--- src/rtl/sck_rate_pkg.sv ---
package sck_rate_pkg;

    localparam int DEF_CNT_W = 16;

    localparam logic [1:0] ADDR_LO   = 2'd0;
    localparam logic [1:0] ADDR_HI   = 2'd1;
    localparam logic [1:0] ADDR_CTRL = 2'd2;
    localparam logic [1:0] ADDR_STAT = 2'd3;

    localparam int CTRL_W = 5;

    typedef struct packed {
        logic       cpol;    // bit 4: idle level of the generated clock
        logic       master;  // bit 3: generate clock when port is on
        logic       dual;    // bit 2: timer enable (port off) / live view (port on)
        logic [1:0] port;    // bits 1:0: zero means port switched off
    } ctrl_t;

    typedef enum logic [1:0] {
        ROLE_IDLE   = 2'd0,
        ROLE_TIMER  = 2'd1,
        ROLE_MASTER = 2'd2,
        ROLE_SLAVE  = 2'd3
    } role_e;

    function automatic role_e role_of(ctrl_t c);
        if (c.port == 2'b00) begin
            return c.dual ? ROLE_TIMER : ROLE_IDLE;
        end
        return c.master ? ROLE_MASTER : ROLE_SLAVE;
    endfunction

    function automatic logic live_view(ctrl_t c);
        return (c.port != 2'b00) && c.dual;
    endfunction

endpackage

--- src/rtl/rate_counter.sv ---
module rate_counter #(
    parameter int CNT_W = sck_rate_pkg::DEF_CNT_W
) (
    input  logic             clk,
    input  logic             rst,
    input  logic             run,
    input  logic             restart,
    input  logic [CNT_W-1:0] reload,
    output logic [CNT_W-1:0] cnt,
    output logic             tick
);
    localparam logic [CNT_W-1:0] ONE = CNT_W'(1);

    assign tick = run && (cnt == ONE);

    always_ff @(posedge clk) begin
        if (rst) begin
            cnt <= '0;
        end else if (!run || restart || tick) begin
            cnt <= reload;
        end else begin
            cnt <= cnt - ONE;
        end
    end
endmodule

--- src/rtl/rate_sck.sv ---
module rate_sck
    import sck_rate_pkg::*;
(
    input  logic  clk,
    input  logic  rst,
    input  role_e role,
    input  logic  cpol,
    input  logic  tick,
    input  logic  sck_in,
    input  logic  clr_abort,
    output logic  sck_o,
    output logic  sck_edge,
    output logic  abort
);
    logic sck_q;
    logic expire;

    assign sck_edge = (role == ROLE_SLAVE) && (sck_in != sck_q);
    assign expire   = (role == ROLE_SLAVE) && tick && !sck_edge;

    always_ff @(posedge clk) begin
        if (rst) begin
            sck_q <= 1'b0;
            sck_o <= 1'b0;
            abort <= 1'b0;
        end else begin
            sck_q <= sck_in;
            if (role == ROLE_MASTER) begin
                if (tick) begin
                    sck_o <= ~sck_o;
                end
            end else begin
                sck_o <= cpol;
            end
            if (expire) begin
                abort <= 1'b1;
            end else if (clr_abort) begin
                abort <= 1'b0;
            end
        end
    end
endmodule

--- src/rtl/rate_regs.sv ---
module rate_regs
    import sck_rate_pkg::*;
#(
    parameter int CNT_W  = DEF_CNT_W,
    parameter int HALF_W = CNT_W / 2
) (
    input  logic              clk,
    input  logic              rst,
    input  logic              wr_en,
    input  logic              rd_en,
    input  logic [1:0]        addr,
    input  logic [HALF_W-1:0] wr_data,
    input  logic [CNT_W-1:0]  cnt,
    input  logic              abort,
    output ctrl_t             ctrl,
    output logic [CNT_W-1:0]  reload,
    output logic [HALF_W-1:0] rd_data,
    output logic [CNT_W-1:0]  rd_word,
    output logic              clr_abort
);
    logic [HALF_W-1:0] ctrl_raw;
    logic [HALF_W-1:0] shadow_lo;
    logic              shadow_ok;
    logic              live;
    logic [CNT_W-1:0]  src;

    assign ctrl      = ctrl_t'(ctrl_raw[CTRL_W-1:0]);
    assign live      = live_view(ctrl);
    assign src       = live ? cnt : reload;
    assign rd_word   = src;
    assign clr_abort = wr_en && (addr == ADDR_STAT) && wr_data[0];

    always_comb begin
        rd_data = '0;
        case (addr)
            ADDR_LO:   rd_data = (live && shadow_ok) ? shadow_lo : src[HALF_W-1:0];
            ADDR_HI:   rd_data = src[CNT_W-1:HALF_W];
            ADDR_CTRL: rd_data = ctrl_raw;
            default:   rd_data = {{(HALF_W-1){1'b0}}, abort};
        endcase
    end

    always_ff @(posedge clk) begin
        if (rst) begin
            ctrl_raw  <= '0;
            reload    <= '0;
            shadow_lo <= '0;
            shadow_ok <= 1'b0;
        end else begin
            if (wr_en) begin
                case (addr)
                    ADDR_LO:   reload[HALF_W-1:0]     <= wr_data;
                    ADDR_HI:   reload[CNT_W-1:HALF_W] <= wr_data;
                    ADDR_CTRL: ctrl_raw               <= wr_data;
                    default:   ;
                endcase
            end
            if (rd_en && (addr == ADDR_HI) && live) begin
                shadow_lo <= src[HALF_W-1:0];
                shadow_ok <= 1'b1;
            end else if ((rd_en && (addr == ADDR_LO)) || !live) begin
                shadow_ok <= 1'b0;
            end
        end
    end
endmodule

--- src/rtl/sck_rate_gen.sv ---
module sck_rate_gen
    import sck_rate_pkg::*;
#(
    parameter int CNT_W  = DEF_CNT_W,
    parameter int HALF_W = CNT_W / 2
) (
    input  logic              clk,
    input  logic              rst,
    input  logic              wr_en,
    input  logic              rd_en,
    input  logic [1:0]        addr,
    input  logic [HALF_W-1:0] wr_data,
    output logic [HALF_W-1:0] rd_data,
    output logic [CNT_W-1:0]  rd_word,
    input  logic              sck_in,
    output logic              sck_o,
    output logic              tmr_irq,
    output logic              abort
);
    ctrl_t            ctrl;
    role_e            role;
    logic [CNT_W-1:0] reload;
    logic [CNT_W-1:0] cnt;
    logic             tick;
    logic             sck_edge;
    logic             clr_abort;

    assign role    = role_of(ctrl);
    assign tmr_irq = tick && (role == ROLE_TIMER);

    rate_regs #(.CNT_W(CNT_W), .HALF_W(HALF_W)) u_regs (
        .clk       (clk),
        .rst       (rst),
        .wr_en     (wr_en),
        .rd_en     (rd_en),
        .addr      (addr),
        .wr_data   (wr_data),
        .cnt       (cnt),
        .abort     (abort),
        .ctrl      (ctrl),
        .reload    (reload),
        .rd_data   (rd_data),
        .rd_word   (rd_word),
        .clr_abort (clr_abort)
    );

    rate_counter #(.CNT_W(CNT_W)) u_cnt (
        .clk     (clk),
        .rst     (rst),
        .run     (role != ROLE_IDLE),
        .restart (sck_edge),
        .reload  (reload),
        .cnt     (cnt),
        .tick    (tick)
    );

    rate_sck u_sck (
        .clk       (clk),
        .rst       (rst),
        .role      (role),
        .cpol      (ctrl.cpol),
        .tick      (tick),
        .sck_in    (sck_in),
        .clr_abort (clr_abort),
        .sck_o     (sck_o),
        .sck_edge  (sck_edge),
        .abort     (abort)
    );
endmodule

--- config.mk ---
export PLATFORM = sky130hd
export DESIGN_NAME = sck_rate_gen
export DESIGN_NICKNAME = d
export VERILOG_FILES = /design/src/rtl/sck_rate_pkg.sv /design/src/rtl/rate_counter.sv /design/src/rtl/rate_sck.sv /design/src/rtl/rate_regs.sv /design/src/rtl/sck_rate_gen.sv
export SDC_FILE = /design/constraint.sdc
export NUM_CORES = 1
export LEC_CHECK = 0
export BUFFER_PORTS_ARGS = -buffer_cell sky130_fd_sc_hd__buf_2
export CAP_MARGIN = 25
export CORE_MARGIN = 4
export CORE_UTILIZATION = 37
export DETAILED_ROUTE_END_ITERATION = 12
export PLACE_DENSITY = 0.55
export SETUP_SLACK_MARGIN = 0.3
export SYNTH_ARGS = -nofsm -noshare
export SYNTH_HDL_FRONTEND = slang
export SYNTH_SLANG_ARGS = --single-unit
--- constraint.sdc ---
create_clock -name clk -period 1.6 [get_ports clk]
set_input_delay 0.24 -clock clk [delete_from_list [all_inputs] [get_ports clk]]
set_output_delay 0.24 -clock clk [all_outputs]
set_load 0.02 [all_outputs]
# Word-level counts from Yosys, hierarchy flattened

Index checks and enable logic that the tools add are counted.
W data, S select, Z words.

Register bits after elaboration: 52
Input port bits: 15
Output and inout bits: 27
Logic and storage cells: 62

Add/sub/neg operators: 1
Equality and inequality tests: 9
Multiplexer cells: 15
Bitwise operators: 1
Reductions and logical operators: 27

Operator list:

| operator                | number |
|---|---|
| $mux W16                | 2 |
| $pmux W8 S3             | 1 |
| $eq A16 B1 Y1 const B   | 1 |
| $sub A16 B1 Y16 const B | 1 |
| $logic_and A1 B1 Y1     | 12 |
| $mux W1                 | 9 |
| $eq A2 B2 Y1 const B    | 4 |
| $mux W8                 | 1 |
| $reduce_bool A2 Y1      | 4 |
| $reduce_and A2 Y1       | 3 |
| $eq A2 B1 Y1 const B    | 2 |
| $logic_not A2 Y1        | 2 |
| $mux W2                 | 2 |
| $logic_not A1 Y1        | 3 |
| $logic_or A1 B1 Y1      | 3 |
| $ne A2 B2 Y1 const B    | 1 |
| $ne A1 B1 Y1            | 1 |
| $not A1 Y1              | 1 |

# Depth between registers and ports, before layout

Gate-level depths: netlist of the first run.

Word-level depth: 8
Depth in mapped cells: 8
Gate-level depth less buffers: 6

# Hierarchy

Synthesis of the first run repeated with hierarchy kept, for this count alone.

Cell total of the unflattened synthesis: 380
Area total of the unflattened synthesis: 3168.0 sq um

By module, submodules not included:

| module       | times used | cells each | area each (sq um) | seq. area each (sq um) |
|---|---|---|---|---|
| rate_regs    | 1          | 258        | 2098.3            | 660.6 |
| rate_counter | 1          | 103        | 892.1             | 320.3 |
| rate_sck     | 1          | 14         | 145.1             | 60.1 |
| sck_rate_gen | 1          | 5          | 32.5              | 0.0 |

# Worst setup path after synthesis of the first run

No wires, ideal clock.

Kind: register -> output
From: register u_regs.shadow_ok
To: output port rd_data[7]
Data arrival time: 1.645 ns
Data required time: 1.360 ns
Slack: -0.285 ns
Cell stages (with the launch flop): 6
Buffers on the path: 1
Path through: dfxtp_1 -> clkbuf_1 -> mux2_2 -> mux4_2 -> inv_1 -> o21ai_0

Longest elaborated chain between the ends: 3

Ends and longest elaborated chain:

| element                | line               | RTL |
|---|---|---|
| from (decl)            | rate_regs.sv:23    | `logic shadow_ok;` |
| from (signal assigned) | rate_regs.sv:48    | `shadow_ok <= 1'b0;` |
| from (signal assigned) | rate_regs.sv:60    | `shadow_ok <= 1'b1;` |
| from (signal assigned) | rate_regs.sv:62    | `shadow_ok <= 1'b0;` |
| $logic_and A1 B1 Y1    | rate_regs.sv:36    | `ADDR_LO: rd_data = (live && shadow_ok) ? shadow_lo : src[HALF_W-1:0];` |
| $mux W8                | rate_regs.sv:36    |  |
| $pmux W8 S3            | rate_regs.sv:35    | `case (addr)` |
| to (decl)              | sck_rate_gen.sv:13 | `output logic [HALF_W-1:0] rd_data,` |

No other way between the ends.

# Worst setup path after layout of the first run

From: register u_regs.ctrl_raw[1]
To: output port rd_data[0]

Longest elaborated chain between the ends: 5
Elaborated cells between the ends (all ways): 6
Those cells by class: mux (3); reduce/logical (3)

Ends and longest elaborated chain:

| element                                         | line                             | RTL |
|---|---|---|
| from (decl)                                     | rate_regs.sv:21                  | `logic [HALF_W-1:0] ctrl_raw;` |
| from (signal assigned)                          | rate_regs.sv:54                  | `ADDR_CTRL: ctrl_raw <= wr_data;` |
| $reduce_bool A2 Y1 *                            | sck_rate_pkg.sv:34               | `return (c.port != 2'b00) && c.dual;` |
| $logic_and A1 B1 Y1 *                           | sck_rate_pkg.sv:34               |  |
| $mux W16 or $logic_and A1 B1 Y1 (tied branches) | rate_regs.sv:29, rate_regs.sv:36 |  |
| $mux W8                                         | rate_regs.sv:36                  |  |
| $pmux W8 S3 *                                   | rate_regs.sv:35                  |  |

Every way passes the cells marked *; elsewhere a longest branch is shown, timed or not.

==> flow_metrics.env, run 1 <==
export IMPL_worst_slack_ns=-0.472
export IMPL_ioPinCount=42
export IMPL_cts_max_level=2
export IMPL_rsz0062_at_grt="yes"
export IMPL_design_area_sq_um=4710
export IMPL_ys_flop_type="dfxtp_1"
export IMPL_cp_start_kind="register"
export IMPL_crit_path_max_incr_delay_ns=0.46
export IMPL_yosysSeqAreaShare_pct=34.1
export IMPL_max_slew_margin_pct=70.9
export IMPL_hpwl_um=7330
export IMPL_yosysWarnings=0
export IMPL_crit_end="rd_data[0]"
export IMPL_max_freq_mhz=483
export IMPL_grt_pass1_vias=2884
export IMPL_synth_area_sq_um=3060
export IMPL_detailed_place_area_sq_um=3920
export IMPL_syn_avg_cell_area_sq_um=9.32
export IMPL_area_growth_pct=54.1
export IMPL_viasPerCell=5.35
export IMPL_num_antenna_cells=0
export IMPL_reg2regPathDepth=7
export IMPL_syn_inst=328
export IMPL_setup_viol=41
export IMPL_wl_per_cell_um=18.3
export IMPL_cpMaxStageDelayCell="mux4_2"
export IMPL_numCtsBuffers=5
export IMPL_wl_um=9890
export IMPL_die_area_sq_um=9780
export IMPL_min_path_type="in -> reg"
export IMPL_drc=0
export IMPL_io_buffers=41
export IMPL_startpoint="u_regs.ctrl_raw[1]"
export IMPL_num_rows=32
export IMPL_timing_rr_end="u_cnt.cnt[10]"
export IMPL_slew_violations=0
export IMPL_dp_cells=514
export IMPL_tritoncts="built"
export IMPL_grt_usage_pct=20.2
export IMPL_total_power_uw=3550
export IMPL_cts_sinks=52
export IMPL_cp_required_ns=1.36
export IMPL_p_clk_share_pct=27.6
export IMPL_violations="setup timing"
export IMPL_clkTransAtPathRegs_ns=0.10
export IMPL_finalCritPeriodShare_pct=130
export IMPL_cts_root_buf="clkbuf_8"
export IMPL_hold_start="sck_in"
export IMPL_synth_nets=345
export IMPL_vias=2897
export IMPL_finalCriticalPeriod_ns=2.07
export IMPL_first_iter_violations=170
export IMPL_n_fill_cell=667
export IMPL_grt_overflow=0
export IMPL_instances_no_fill=542
export IMPL_ctsHoldBuffers=0
export IMPL_core_area_sq_um=7890
export IMPL_drtPass1Iterations=4
export IMPL_arrival_ns=1.83
export IMPL_rrSetupSlack_ns=-0.17
export IMPL_chipWidth_um=98.9
export IMPL_synth_cell_type_count=49
export IMPL_die_h_um=98.9
export IMPL_hold_worst_slack_ns=0.168
export IMPL_layout_drive_gt1_share_pct=60.7
export IMPL_max_cap_violations=0
export IMPL_crit_chain="o21ai_4 -> mux2_4 -> mux4_2 -> buf_6"
export IMPL_synth_edf_count=0
export IMPL_combPwrFrac_pct=32.4
export IMPL_status="finished, violations left"
export IMPL_leakagePower_uw=0.00192
export IMPL_initial_utilization_pct=38.8
export IMPL_reg2reg_from="u_cnt.cnt[1]"
export IMPL_p_sw_share_pct=31.0
export IMPL_cts_buffer_depth=2
export IMPL_setup_tns_final_ns=-9.82
export IMPL_seqPwrFrac_pct=40.0
export IMPL_postRouteAntennaNets=0
export IMPL_grt_max_degree=23
export IMPL_grt_pass1_wl_um=15600
export IMPL_ys_ff_latch=52
export IMPL_skew_ns=0.00688
export IMPL_antenna_found_initial=0
export IMPL_internal_power_uw=2450
export IMPL_critPathKind="reg -> out"
export IMPL_clock_latency_ns=0.31
export IMPL_async_flop_share_pct=0
export IMPL_place_congestion=0.795
export IMPL_hold_viol=0
export IMPL_tightest_slew_ns=0.436
export IMPL_nets=456
export IMPL_switching_power_uw=1100
export IMPL_worstPathMaxFanout=4
export IMPL_power_density_nw_per_um2=753
export IMPL_ir_drop_v=0.000402
export IMPL_end_kind="output port"
==> worst max-delay path, delay by kind of cell (launching register included) <==
kind	cells	cell delay, ns
flops	1	0.35
buf+inv	1	0.15
mux	2	0.79
compound gates	1	0.23
==> worst min path at each step <==
stage	endpoint	slack, ns	cells past startpoint
floorplan	u_sck.sck_q	0.37	1
global placement	u_regs.ctrl_raw[7]	0.45	2
detailed placement	u_regs.ctrl_raw[7]	0.45	2
CTS	u_sck.sck_q	0.16	2
global route	u_sck.sck_q	0.17	2
finish	u_sck.sck_q	0.17	2
==> power by group through the flow <==
stage | combinational (uW) | sequential [uW] | clock [uW]
after floorplan | 620 | 1430 | 0
after global placement | 885 | 1440 | 0
after detailed placement | 887 | 1440 | 0
after CTS | 1090 | 1420 | 985
after global routing | 1230 | 1420 | 1040
final | 1150 | 1420 | 980
==> synthesized netlist by cell type, types with 2 or more instances <==
| cell | n | area (sq um) |
|---|---|---|
| nand2_1 | 27 | 101 |
| dfxtp_1 | 52 | 1040 |
| a211oi_1 | 5 | 37.5 |
| buf_6 | 7 | 78.8 |
| nor3_1 | 2 | 10.0 |
| mux4_2 | 7 | 158 |
| mux2_2 | 21 | 236 |
| nand3_1 | 10 | 50.1 |
| xnor2_1 | 12 | 105 |
| or3_1 | 8 | 50.1 |
| mux2i_1 | 18 | 180 |
| clkbuf_1 | 11 | 41.3 |
| buf_2 | 5 | 25.0 |
| a311oi_1 | 3 | 26.3 |
| nor2_1 | 26 | 97.6 |
| or2_2 | 4 | 25.0 |
| inv_1 | 10 | 37.5 |
| nor2b_1 | 2 | 12.5 |
| a21oi_1 | 33 | 165 |
| o21ai_0 | 22 | 110 |
| nor4_2 | 3 | 37.5 |
| ha_1 | 2 | 25.0 |
| nand4_2 | 2 | 25.0 |
| nor4_4 | 2 | 42.5 |
| a211oi_2 | 9 | 113 |
| nand3b_1 | 2 | 15.0 |
==> registers in the layout (all words and copies together), names as in the netlist <==
register / flops
u_regs.ctrl_raw: 8
u_cnt.cnt: 16
u_regs.reload: 16
u_sck.abort: 1
u_regs.shadow_lo: 8
u_sck.sck_q: 1
u_regs.shadow_ok: 1
u_sck.sck_o: 1
==> per-layer routing <==
metal | track usage (%) | routed length (um) | up-vias
met5 | 0 | 0 | -
met1 | 27.9 | 4470 | 1422
met3 | 3.11 | 455 | 9
met4 | 5.04 | 100 | 0
met2 | 33.0 | 4870 | 63
li1 | - | - | 1403
==> layout by cell type, fill, tap and decap left out, drive strengths merged, types with 3 or more instances in the layout <==
cell,netlist,layout
or3,8,8
mux4,7,7
a211oi,14,14
nor3,3,3
clkbuf,13,6
o21ai,23,23
nand4,3,3
nand3,10,10
or2,4,4
nor4,5,5
mux2,21,21
xnor2,12,12
nor2,26,26
a311oi,3,3
nand2,27,27
buf,13,130
dfxtp,52,52
mux2i,18,18
inv,10,10
a21oi,33,33
==> cells by family (layout without fill, tap and decap cells) <==
family	count (synthesis)	after routing	synth area share (%)
buffers and inverters	37	148	7.25
DFF	52	52	34.1
and+or+nand+nor	100	101	19.0
xor gates and xnor gates	13	13	3.72
AOI/OAI and AO/OA	78	78	16.4
adders and majority gates	2	2	0.819
muxes	46	46	18.8
==> area by class of cell <==
cell class | instances | area (sq um) | area share [%]
inverters | 10 | 40.0 | 0.850
clock buffers | 6 | 82.6 | 1.75
flip-flops and latches | 52 | 1070 | 22.7
repair buffers | 130 | 1120 | 23.7
multi-input cells | 240 | 2240 | 47.5
clock inverters | 2 | 38.8 | 0.823
well taps | 102 | 128 | 2.71
==> through the flow <==
stage,utilization [%],worst slack [ns]
final,59.7,-0.472
after floorplan,-,-0.117
after detailed placement,49.7,-0.172
after CTS,57.3,-0.463
after global placement,49.7,-0.155
after global routing,59.7,-0.528
==> what timing repair did <==
item,in CTS,in global routing
gates resized for setup,108,35
setup endpoints to repair,51,51
pin swaps,32,18
gates cloned,2,0
buffers inserted,12,6
No activity file was read; power rests on OpenSTA's default activity.
==> run 2: changes to the inputs <==
- PLACE_DENSITY: 0.55 -> 0.53
- clock period: 1.6 -> 2.65 ns (I/O delays scaled with it)
==> flow_metrics.env, run 2 (synthesis results as in run 1) <==
export IMPL_ctsHoldBuffers=0
export IMPL_detailed_place_area_sq_um=3280
export IMPL_nets=378
export IMPL_skew_ns=0.00502
export IMPL_seqCellArea_sq_um=1050
export IMPL_chipWidth_um=98.9
export IMPL_grt_usage_pct=17.4
export IMPL_tightest_slew_ns=0.595
export IMPL_design_area_sq_um=3440
export IMPL_vias=2590
export IMPL_dp_cells=454
export IMPL_setup_viol=0
export IMPL_total_power_uw=1760
export IMPL_multiInputGateArea_sq_um=1810
export IMPL_worstPathMaxFanout=10
export IMPL_reg_top3="u_cnt.cnt: 16 flops, u_regs.reload: 16 flops"
export IMPL_slew_violations=0
export IMPL_tritoncts="built"
export IMPL_clkTransAtPathRegs_ns=0.10
export IMPL_cp_start_kind="register"
export IMPL_crit_chain="o21ai_4 -> buf_8 -> o21ai_0 -> mux4_2 -> buf_2"
export IMPL_first_iter_violations=139
export IMPL_postRouteAntennaNets=0
export IMPL_die_area_sq_um=9780
export IMPL_crit_path_max_incr_delay_ns=0.49
export IMPL_n_fill_cell=772
export IMPL_finalCritPeriodShare_pct=86.5
export IMPL_die_h_um=98.9
export IMPL_cts_max_level=2
export IMPL_final_common_cell="dfxtp_1"
export IMPL_max_slew_margin_pct=60.2
export IMPL_ioPinCount=42
export IMPL_ir_drop_v=0.000269
export IMPL_core_area_sq_um=7890
export IMPL_grt_pass1_vias=2490
export IMPL_min_path_type="in -> reg"
export IMPL_leakagePower_uw=0.00137
export IMPL_cts_root_buf="clkbuf_8"
export IMPL_reg2reg_from="u_cnt.cnt[1]"
export IMPL_cts_buffer_depth=2
export IMPL_antenna_found_initial=0
export IMPL_startpoint="u_regs.ctrl_raw[1]"
export IMPL_io_buffers=41
export IMPL_hpwl_um=6390
export IMPL_wl_per_cell_um=18.6
export IMPL_numCtsBuffers=5
export IMPL_hold_viol=0
export IMPL_cp_required_ns=2.25
export IMPL_clock_latency_ns=0.31
export IMPL_setup_tns_final_ns=0
export IMPL_pre_cts_ws_ns=0.532
export IMPL_layout_drive_gt1_share_pct=32.9
export IMPL_max_cap_violations=0
export IMPL_worst_slack_ns=0.358
export IMPL_instances_no_fill=464
export IMPL_grt_max_degree=21
export IMPL_initial_utilization_pct=38.8
export IMPL_power_density_nw_per_um2=512
export IMPL_arrival_ns=1.89
export IMPL_status="complete, no violations"
export IMPL_viasPerCell=5.58
export IMPL_max_freq_mhz=436
export IMPL_cts_sinks=52
export IMPL_area_growth_pct=12.5
export IMPL_hold_start="sck_in"
export IMPL_rsz0062_at_grt="no"
export IMPL_end_kind="output port"
export IMPL_critPathKind="reg -> out"
export IMPL_num_rows=32
export IMPL_wl_um=8640
export IMPL_finalCriticalPeriod_ns=2.29
export IMPL_place_congestion=0.819
export IMPL_cpMaxStageDelayCell="mux4_2"
export IMPL_drc=0
export IMPL_layout_common_cells="dfxtp_1, buf_2, a21oi_1, nand2_1, nor2_1"
export IMPL_num_antenna_cells=0
export IMPL_grt_pass1_wl_um=13600
export IMPL_drtPass1Iterations=4
export IMPL_grt_overflow=0
## run 2: worst max-delay path, delay by kind of cell (launching register included)
family | cells | cell delay, ns
multiplexers | 1 | 0.49
buffers and inverters | 2 | 0.34
flip-flops | 1 | 0.37
AO/OA/AOI/OAI | 2 | 0.39
## run 2: through the flow
stage               util, %  hold WS [ns]
floorplan                 -         0.437
global placement       41.6         0.446
detailed placement     41.6         0.451
CTS                    42.9         0.331
global route           43.6         0.351
finish                 43.6         0.336
## run 2: metal layers
metal / track usage [%] / routed length (um) / vias up
met3: 3.04 / 430 / 4
met5: 0 / 0 / -
met2: 27.5 / 4090 / 65
li1: - / - / 1245
met4: 2.94 / 48 / 0
met1: 25.2 / 4070 / 1276
## run 2: worst paths after layout
check / slack (ns) / to / cells past startpoint
setup / recovery: 0.36 / rd_data[0] / 5
hold / removal: 0.34 / u_sck.sck_q / 2
setup reg to reg: 0.74 / u_cnt.cnt[0] / 6
hold reg to reg: 0.47 / u_regs.ctrl_raw[6] / 2
## run 2: repair_timing
item / in CTS / in global routing
gates cloned: 0 / 1
buffers inserted: 0 / 1
pin swaps: 0 / 1
resized for setup: 3 / 8
endpoints found under the setup margin: 16 / 15
## run 2: area by class of cell
class,count,share of cell area (%)
sequential,52,30.5
clock buffer,6,2.40
multi-input combinational,239,52.7
clock inverter,2,0.291
tap,102,3.71
timing repair buffer,53,9.31
inverter,10,1.09
## run 2: power breakdown
| group | internal, uW | switching (uW) |
|---|---|---|
| sequential | 812 | 62.2 |
| combinational | 184 | 218 |
| clock | 210 | 274 |
| total | 1200 | 555 |
